$ cat config.mk
export PLATFORM = sky130hd
export DESIGN_NAME = spi_master_regs
export DESIGN_NICKNAME = d
export VERILOG_FILES = /design/src/rtl/spim_pkg.sv /design/src/rtl/spim_fifo.sv /design/src/rtl/spim_shift.sv /design/src/rtl/spi_master_regs.sv
export SDC_FILE = /design/constraint.sdc
export NUM_CORES = 2
export LEC_CHECK = 0
export ABC_AREA = 1
export CAP_MARGIN = 10
export CORE_MARGIN = 2
export CORE_UTILIZATION = 48
export CTS_CLUSTER_SIZE = 16
export DETAILED_ROUTE_END_ITERATION = 7
export DONT_BUFFER_PORTS = 1
export PLACE_DENSITY = 0.64
export SETUP_SLACK_MARGIN = 0.5
export SYNTH_ARGS = -nofsm -noshare
export SYNTH_HDL_FRONTEND = slang
export SYNTH_SLANG_ARGS = --single-unit
$ cat constraint.sdc
create_clock -name clk -period 19.5 [get_ports clk]
set_clock_uncertainty 0.15 [all_clocks]
set_input_delay 2.925 -clock clk [delete_from_list [all_inputs] [get_ports clk]]
set_output_delay 2.925 -clock clk [all_outputs]
set_load 0.02 [all_outputs]
$ cat src/rtl/spim_pkg.sv
package spim_pkg;
  localparam int BYTE_W  = 8;
  localparam int ADDR_W  = 6;
  localparam int SS_FW   = 4;
  localparam int CFG_DIV_W = 3;

  localparam logic [ADDR_W-1:0] A_CFG = 6'h00;
  localparam logic [ADDR_W-1:0] A_EN  = 6'h14;
  localparam logic [ADDR_W-1:0] A_TX  = 6'h1C;
  localparam logic [ADDR_W-1:0] A_RX  = 6'h20;

  localparam int B_MSTR  = 0;
  localparam int B_CPOL  = 1;
  localparam int B_CPHA  = 2;
  localparam int B_DIV   = 3;
  localparam int B_DEC   = 9;
  localparam int B_SS    = 10;
  localparam int B_MANSS = 14;
  localparam int B_MSEN  = 15;
  localparam int B_MGO   = 16;

  typedef enum logic [1:0] {ST_IDLE, ST_LOAD, ST_SHIFT} eng_state_t;
endpackage

$ cat src/rtl/spim_fifo.sv
module spim_fifo #(
  parameter int W     = 8,
  parameter int DEPTH = 128
) (
  input  logic         clk,
  input  logic         rst,
  input  logic         push,
  input  logic [W-1:0] push_data,
  input  logic         pop,
  output logic [W-1:0] pop_data,
  output logic         empty,
  output logic         full,
  output logic         afull
);
  localparam int AW = $clog2(DEPTH);

  logic [W-1:0] mem [DEPTH];
  logic [AW:0]  wp, rp, cnt;
  logic         do_push, do_pop;

  assign cnt     = wp - rp;
  assign empty   = (cnt == '0);
  assign full    = (cnt == (AW+1)'(DEPTH));
  assign afull   = (cnt >= (AW+1)'(DEPTH-1));
  assign do_push = push && !full;
  assign do_pop  = pop && !empty;

  always_ff @(posedge clk) begin
    if (do_push) mem[wp[AW-1:0]] <= push_data;
    if (do_pop)  pop_data <= mem[rp[AW-1:0]];
  end

  always_ff @(posedge clk) begin
    if (rst) begin
      wp <= '0;
      rp <= '0;
    end else begin
      if (do_push) wp <= wp + 1'b1;
      if (do_pop)  rp <= rp + 1'b1;
    end
  end

  p_no_overflow_r12: assert property (@(posedge clk) disable iff (rst)
    (push && full && !pop) |=> (cnt == (AW+1)'(DEPTH)));
  p_empty_pop_r11: assert property (@(posedge clk) disable iff (rst)
    (pop && empty && !push) |=> empty);
endmodule

$ cat src/rtl/spim_shift.sv
module spim_shift import spim_pkg::*; #(
  parameter int W     = 8,
  parameter int DIV_W = 3
) (
  input  logic             clk,
  input  logic             rst,
  input  logic             cpol,
  input  logic             cpha,
  input  logic [DIV_W-1:0] div,
  input  logic             start_ok,
  input  logic             more_ok,
  input  logic [W-1:0]     tx_data,
  input  logic             miso,
  output logic             tx_pop,
  output logic             rx_push,
  output logic [W-1:0]     rx_data,
  output logic             sclk,
  output logic             mosi,
  output logic             busy,
  output logic             busy_next
);
  localparam int CNT_W = 1 << DIV_W;
  localparam int EW    = $clog2(2*W);

  eng_state_t       state_q, state_d;
  logic [CNT_W-1:0] cnt_q, half_m1_q, half_m1;
  logic [EW-1:0]    edge_q;
  logic [W-1:0]     sh_q, rxsh_q;
  logic             sclk_q, tick, last, samp;
  logic [DIV_W-1:0] d_eff;

  assign d_eff   = (div == '0) ? DIV_W'(1) : div;
  assign half_m1 = ~({CNT_W{1'b1}} << d_eff);
  assign tick    = (state_q == ST_SHIFT) && (cnt_q == half_m1_q);
  assign last    = tick && (edge_q == EW'(2*W-1));
  assign samp    = (!edge_q[0]) ^ cpha;

  always_comb begin
    state_d = state_q;
    tx_pop  = 1'b0;
    case (state_q)
      ST_IDLE:  if (start_ok) begin tx_pop = 1'b1; state_d = ST_LOAD; end
      ST_LOAD:  state_d = ST_SHIFT;
      ST_SHIFT: if (last) begin
                  if (more_ok) begin tx_pop = 1'b1; state_d = ST_LOAD; end
                  else state_d = ST_IDLE;
                end
      default:  state_d = ST_IDLE;
    endcase
  end

  assign rx_push   = last;
  assign rx_data   = cpha ? {rxsh_q[W-2:0], miso} : rxsh_q;
  assign busy      = (state_q != ST_IDLE);
  assign busy_next = (state_d != ST_IDLE);
  assign sclk      = sclk_q;
  assign mosi      = sh_q[W-1];

  always_ff @(posedge clk) begin
    if (rst) begin
      state_q   <= ST_IDLE;
      cnt_q     <= '0;
      half_m1_q <= '0;
      edge_q    <= '0;
      sh_q      <= '0;
      rxsh_q    <= '0;
      sclk_q    <= 1'b0;
    end else begin
      state_q <= state_d;
      case (state_q)
        ST_IDLE: sclk_q <= cpol;
        ST_LOAD: begin
          sh_q      <= tx_data;
          rxsh_q    <= '0;
          cnt_q     <= '0;
          edge_q    <= '0;
          half_m1_q <= half_m1;
          sclk_q    <= cpol;
        end
        ST_SHIFT: begin
          if (tick) begin
            cnt_q  <= '0;
            edge_q <= edge_q + 1'b1;
            sclk_q <= ~sclk_q;
            if (samp) rxsh_q <= {rxsh_q[W-2:0], miso};
            else if (edge_q != '0) sh_q <= {sh_q[W-2:0], 1'b0};
          end else begin
            cnt_q <= cnt_q + 1'b1;
          end
        end
        default: ;
      endcase
    end
  end

  p_idle_level_r2: assert property (@(posedge clk) disable iff (rst)
    (state_q == ST_IDLE && $past(state_q) == ST_IDLE && $stable(cpol)) |-> (sclk == cpol));
  p_start_gated_r5: assert property (@(posedge clk) disable iff (rst)
    (state_q == ST_LOAD && $past(state_q) == ST_IDLE) |-> $past(start_ok));
  p_edge_parity_r2: assert property (@(posedge clk) disable iff (rst)
    (state_q == ST_SHIFT && $past(state_q) == ST_LOAD) |-> (sclk == cpol));
endmodule

$ cat src/rtl/spi_master_regs.sv
module spi_master_regs import spim_pkg::*; #(
  parameter int FIFO_DEPTH = 128,
  parameter int NUM_SS     = 4
) (
  input  logic              clk,
  input  logic              rst,
  input  logic              reg_wr,
  input  logic              reg_rd,
  input  logic [5:0]        reg_addr,
  input  logic [31:0]       reg_wdata,
  output logic [31:0]       reg_rdata,
  output logic              spi_sclk,
  output logic              spi_mosi,
  input  logic              spi_miso,
  output logic [NUM_SS-1:0] spi_ss_n
);
  localparam int W = BYTE_W;

  logic                 cfg_mstr, cfg_cpol, cfg_cpha, cfg_dec, cfg_manss, cfg_msen;
  logic [CFG_DIV_W-1:0] cfg_div;
  logic [SS_FW-1:0]     cfg_ss;
  logic                 en_q, cpol_act, cpha_act, start_pend;
  logic                 wr_cfg, wr_en, wr_tx, rd_rx;
  logic                 rsel_rx, rx_val;
  logic [31:0]          rdata_q, cfg_word;
  logic [NUM_SS-1:0]    dec_n, sel_n, ss_q;

  logic         tx_empty, unused_tx_full, unused_tx_afull;
  logic         rx_empty, rx_full, rx_afull;
  logic [W-1:0] tx_head, rx_head, eng_rx_data;
  logic         eng_pop, eng_rx_push, eng_busy, eng_busy_next, eng_start;
  logic         run, start_ok, more_ok;
  logic         unused_wbits;

  assign unused_wbits = ^{reg_wdata[31:17], reg_wdata[8]};

  assign wr_cfg = reg_wr && (reg_addr == A_CFG);
  assign wr_en  = reg_wr && (reg_addr == A_EN);
  assign wr_tx  = reg_wr && (reg_addr == A_TX);
  assign rd_rx  = reg_rd && (reg_addr == A_RX);

  always_comb begin
    cfg_word = '0;
    cfg_word[B_MSTR] = cfg_mstr;
    cfg_word[B_CPOL] = cfg_cpol;
    cfg_word[B_CPHA] = cfg_cpha;
    cfg_word[B_DIV +: CFG_DIV_W] = cfg_div;
    cfg_word[B_DEC] = cfg_dec;
    cfg_word[B_SS +: SS_FW] = cfg_ss;
    cfg_word[B_MANSS] = cfg_manss;
    cfg_word[B_MSEN] = cfg_msen;
  end

  always_ff @(posedge clk) begin
    if (rst) begin
      cfg_mstr   <= 1'b1;
      cfg_cpol   <= 1'b0;
      cfg_cpha   <= 1'b0;
      cfg_div    <= CFG_DIV_W'(1);
      cfg_dec    <= 1'b0;
      cfg_ss     <= '1;
      cfg_manss  <= 1'b0;
      cfg_msen   <= 1'b0;
      en_q       <= 1'b0;
      cpol_act   <= 1'b0;
      cpha_act   <= 1'b0;
      start_pend <= 1'b0;
    end else begin
      if (eng_start) start_pend <= 1'b0;
      if (wr_cfg) begin
        cfg_mstr  <= reg_wdata[B_MSTR];
        cfg_cpol  <= reg_wdata[B_CPOL];
        cfg_cpha  <= reg_wdata[B_CPHA];
        cfg_div   <= reg_wdata[B_DIV +: CFG_DIV_W];
        cfg_dec   <= reg_wdata[B_DEC];
        cfg_ss    <= reg_wdata[B_SS +: SS_FW];
        cfg_manss <= reg_wdata[B_MANSS];
        cfg_msen  <= reg_wdata[B_MSEN];
        if (reg_wdata[B_MSEN] && reg_wdata[B_MGO]) start_pend <= 1'b1;
      end
      if (wr_en) begin
        en_q <= reg_wdata[0];
        if (reg_wdata[0] && !en_q) begin
          cpol_act <= cfg_cpol;
          cpha_act <= cfg_cpha;
        end
      end
    end
  end

  always_ff @(posedge clk) begin
    if (rst) begin
      rsel_rx <= 1'b0;
      rx_val  <= 1'b0;
      rdata_q <= '0;
    end else if (reg_rd) begin
      rsel_rx <= (reg_addr == A_RX);
      rx_val  <= !rx_empty;
      case (reg_addr)
        A_CFG:   rdata_q <= cfg_word;
        A_EN:    rdata_q <= {31'b0, en_q};
        default: rdata_q <= '0;
      endcase
    end
  end

  assign reg_rdata = rsel_rx ? (rx_val ? {{(32-W){1'b0}}, rx_head} : 32'b0) : rdata_q;

  assign run      = en_q && cfg_mstr;
  assign start_ok = run && !tx_empty && !rx_full && (!cfg_msen || start_pend);
  assign more_ok  = run && !tx_empty && !rx_afull;
  assign eng_start = eng_pop && !eng_busy;

  spim_fifo #(.W(W), .DEPTH(FIFO_DEPTH)) u_txq (
    .clk(clk), .rst(rst), .push(wr_tx), .push_data(reg_wdata[W-1:0]),
    .pop(eng_pop), .pop_data(tx_head), .empty(tx_empty),
    .full(unused_tx_full), .afull(unused_tx_afull));

  spim_fifo #(.W(W), .DEPTH(FIFO_DEPTH)) u_rxq (
    .clk(clk), .rst(rst), .push(eng_rx_push), .push_data(eng_rx_data),
    .pop(rd_rx), .pop_data(rx_head), .empty(rx_empty),
    .full(rx_full), .afull(rx_afull));

  spim_shift #(.W(W), .DIV_W(CFG_DIV_W)) u_eng (
    .clk(clk), .rst(rst), .cpol(cpol_act), .cpha(cpha_act), .div(cfg_div),
    .start_ok(start_ok), .more_ok(more_ok), .tx_data(tx_head), .miso(spi_miso),
    .tx_pop(eng_pop), .rx_push(eng_rx_push), .rx_data(eng_rx_data),
    .sclk(spi_sclk), .mosi(spi_mosi), .busy(eng_busy), .busy_next(eng_busy_next));

  for (genvar k = 0; k < NUM_SS; k++) begin : g_dec
    assign dec_n[k] = (cfg_ss != SS_FW'(k));
  end

  assign sel_n = cfg_dec ? dec_n : cfg_ss[NUM_SS-1:0];

  always_ff @(posedge clk) begin
    if (rst) ss_q <= '1;
    else     ss_q <= (cfg_manss || eng_busy_next) ? sel_n : '1;
  end
  assign spi_ss_n = ss_q;

  p_ss_idle_r8: assert property (@(posedge clk) disable iff (rst)
    (!$past(cfg_manss) && !eng_busy) |-> (spi_ss_n == '1));
  p_pend_clear_r7: assert property (@(posedge clk) disable iff (rst)
    (eng_start && !wr_cfg) |=> !start_pend);
  p_decode_one_r10: assert property (@(posedge clk) disable iff (rst)
    ($past(cfg_manss) && $past(cfg_dec) && ($past(cfg_ss) < SS_FW'(NUM_SS)))
      |-> ($countones(~spi_ss_n) == 1));
endmodule

==> results by group <==
Die
  • Die Span Y: 430 um
  • Initial Util: 48.3%
  • Ports: 81
  • Die width: 430 um
  • Site Rows: 156
  • Die area: 0.185 mm^2
  • Core ar.: 0.181 mm^2

Power and ir drop
  • Net Sw Frac: 19.0%
  • Power Internal: 7.24 mW
  • Logic pwr share: 0.1%
  • NetSw: 1.70 mW
  • Sequential share of power: 56.6%
  • Leak pwr: 30.4 nW
  • Max VDD drop: 98.2 uV
  • Power Density: 93.8 mW/mm^2
  • Clock power frac: 43.3%

Placement
  • Final GP Congestion: 0.846
  • Dpl hpwl: 121 mm
  • # placed instances: 8,932
  • Quantity of I/O buffers inserted on ports: 0
  • Placement Cell Area: 0.0888 mm^2

Setup path
  • Crit path cell chain: nor2_1 -> inv_1 -> nor3_1 -> o21ai_4 -> nor2_4 -> nand3_2 -> nor2_1
  • Worst r2r src: u_txq.rp[0]$_SDFFE_PP0P_
  • Slowest-stage cell, CP: nor2_1
  • Worst setup EP type: flop
  • Worst path arrival time: 5.98 ns
  • Critical path buffers and inverters: 1
  • Worst EP required: 19.82 ns
  • CP startpoint kind: input port
  • Top cell by count, worst path: nor2_1
  • Biggest cell delay along the critical path: 1.08 ns
  • Crit path kind: input port to flop
  • Crit path from: reg_addr[1]
  • Top delay family on crit path: simple AND/OR/NAND/NOR gates
  • Maximum fanout along the worst path: 16

Final layout
  • Syn-to-layout area delta: 9.30%
  • Share of layout cells above drive strength 1: 6.32%
  • Layout net count: 6,835
  • Final cell count without fillers: 9,301
  • Commonest non-fill, non-tap cells in the layout: edfxtp_1 (2,064), nor2_1 (1,394), o21ai_0 (1,097)
  • Post-route cell area: 0.0952 mm^2
  • Most common cell after layout, fill and taps aside: edfxtp_1

Route
  • Remaining antenna violation count: 0
  • Via count: 55,800
  • Initial drt markers: 7,345
  • TritonRoute pass-1 iters: 6
  • Via density: 6.00
  • DRC viols: 0
  • Wirelength per Cell: 24.1 um
  • Routed Wire Length: 224 mm

Clock network
  • Post-CTS setup buffer count: 0
  • Worst-path clk slew: 0.06 ns
  • Max H-tree Level: 4
  • Clock sinks: 2,170
  • CTS tree: built
  • CTS Buffer Depth: 3
  • # hold bufs at CTS: 0
  • CTS Buf Count: 201
  • Skew-Pair Late Insertion Delay: 0.85 ns
  • Post-cts sizing count: 0
  • Clk root buf: clkbuf_16

Logic synthesis
  • Post-synthesis async set-or-reset flop share: 0%
  • Post-synthesis cell count: 6,959
  • Post-synthesis mux area share: 0%
  • Main combinational cell family by area after synthesis: compound AO/OA/AOI/OAI gates
  • Adder and majority gate portion of the synthesized area: 0.396%
  • Post-synth EDFFs: 2,064
  • Number of synthesized register bits: 2,170
  • Mean Syn Cell Area: 12.5 um^2
  • Cell Area, Synth: 0.0871 mm^2
  • Synth Area in Compound Gates: 12.0%
  • Synth Area in XOR/XNOR: 0.161%
  • Ys Warns: 0
  • Simple-gate portion of the synthesized area: 10.8%
  • Post-synth top flop: edfxtp_1
  • Sequential fraction of the synthesis area: 73.6%
  • Synth cell types: 50

Global routing
  • Grt met2 use: 36.1%
  • Met1 Track Usage GR: 35.0%
  • GRT met3 Usage: 4.21%
  • Initial antenna violation count: 5
  • Most Used Layer, Global Route: met2
  • Vias in the first global route: 52,600
  • Grt ovf: 0
  • GRT Total Usage: 23.7%
  • Largest net degree at the start of global routing: 207
  • First-pass GRT wire length: 333 mm

Timing
  • Final setup violation count: 0
  • Final Cycle Share: 29.1%
  • Relative slew slack: 22.0%
  • Worst Max-Slew Pin Slew: 1.17 ns
  • Upper clock frequency limit: 0.176 GHz
  • Worst hold slack: 0.300 ns
  • Minimum clock period: 5.67 ns
  • Setup_tns: 0 ns
  • RSZ-0062 raised after global routing: no
  • Endpoints failing hold: 0
  • Max Transition Viols Final: 0

Job
  • Max cap viols: 0

Worst hold path
  • Hold Startpoint: u_eng.sh_q[4]$_SDFFE_PP0P_
  • Worst Hold Class: flop to flop

Outcome
  • Status: complete, no violations
## Yosys cell counts, types with 9 or more instances
library cell	count	share of area, %
a21oi_1	116	0.67
a21oi_2	9	0.090
a31oi_1	13	0.093
buf_1	12	0.052
buf_2	111	0.64
buf_4	34	0.29
clkbuf_1	323	1.4
dfxtp_1	106	2.4
edfxtp_1	2064	71
ha_1	26	0.37
inv_1	137	0.59
inv_2	11	0.047
nand2_1	481	2.1
nand2_2	20	0.14
nand3_1	269	1.5
nand4_1	60	0.43
nor2_1	1396	6.0
nor3_1	21	0.12
o211ai_1	54	0.47
o21ai_0	1103	6.3
o221ai_1	187	1.9
o22ai_1	315	2.3
xor2_1	9	0.090
## layout make-up
class	instances	area, um^2
Inverter	153	602
Fill cell	15000	85300
Antenna cell	4	10.0
Multi-Input combinational cell	4167	20500
Tap cell	2370	2970
Timing Repair Buffer	72	591
Clock buffer	264	5380
Sequential cell	2170	64100
Clock inverter	101	1050
## tightest hold or removal path: cells and delay by family (launching register included)
family | cells | cell delay (ns)
buffers and inverters | 1 | 0.05
DFF | 1 | 0.30
AOI/OAI and AO/OA | 1 | 0.05
## layer usage
layer	wire length [um]	share of wire, %	up-vias
met4	5540	2.5	4
met2	102000	46	2526
li1	-	-	25300
met3	20300	9.1	350
met1	95700	43	27600
met5	27	0.012	-
## registers in the layout (all words and copies together), names as in the netlist, 2 cells and up
register	count
u_rxq.mem	1024
u_txq.mem	1024
rdata_q	13
u_eng.cnt_q	8
u_eng.rxsh_q	8
u_eng.sh_q	8
u_rxq.pop_data	8
u_rxq.rp	8
u_rxq.wp	8
u_txq.pop_data	8
u_txq.rp	8
u_txq.wp	8
u_eng.half_m1_q	7
cfg_ss	4
spi_ss_n	4
u_eng.edge_q	4
cfg_div	3
u_eng.state_q	2
## worst paths after layout
| check | to | slack [ns] | depth (start not counted) |
|---|---|---|---|
| max reg2reg | u_txq.pop_data[3]$_DFFE_PP_ | 14.03 | 12 |
| min reg2reg | u_eng.sh_q[4]$_SDFFE_PP0P_ | 0.30 | 2 |
| min | u_eng.sh_q[4]$_SDFFE_PP0P_ | 0.30 | 2 |
| max | u_txq.mem[117][0]$_DFFE_PP_ | 13.83 | 7 |
## kinds of logic (layout without fill, tap and decap cells)
| family | Yosys count | count (layout) |
|---|---|---|
| other | 1 | 21 |
| AND/OR/NAND/NOR | 2289 | 2289 |
| flip-flops | 2170 | 2170 |
| buffers and inverters | 638 | 590 |
| AO/OA/AOI/OAI | 1818 | 1818 |
| XOR/XNOR | 16 | 16 |
| adder cells (fa/ha/maj) | 27 | 27 |
## through the flow
step | setup WS, ns | util [%] | power, mW
final | 13.83 | 52.8 | 8.94
after global routing | 13.73 | 52.8 | 9.16
after CTS | 13.94 | 52.7 | 8.98
after detailed placement | 13.05 | 49.2 | 5.17
after global placement | 13.08 | 49.2 | 5.17
after floorplan | 12.45 | - | 5.17
## power groups by stage
stage | Clock [mW] | Sequential (mW) | Combinational [mW]
2_1_floorplan | 0 | 5.16 | 0.0150
3_3_place_gp | 0 | 5.16 | 0.0125
3_5_place_dp | 0 | 5.16 | 0.0126
4_1_cts | 3.91 | 5.06 | 0.0126
5_1_grt | 4.09 | 5.05 | 0.0141
6_report | 3.87 | 5.06 | 0.0127
(Power assumes the default switching activity.)
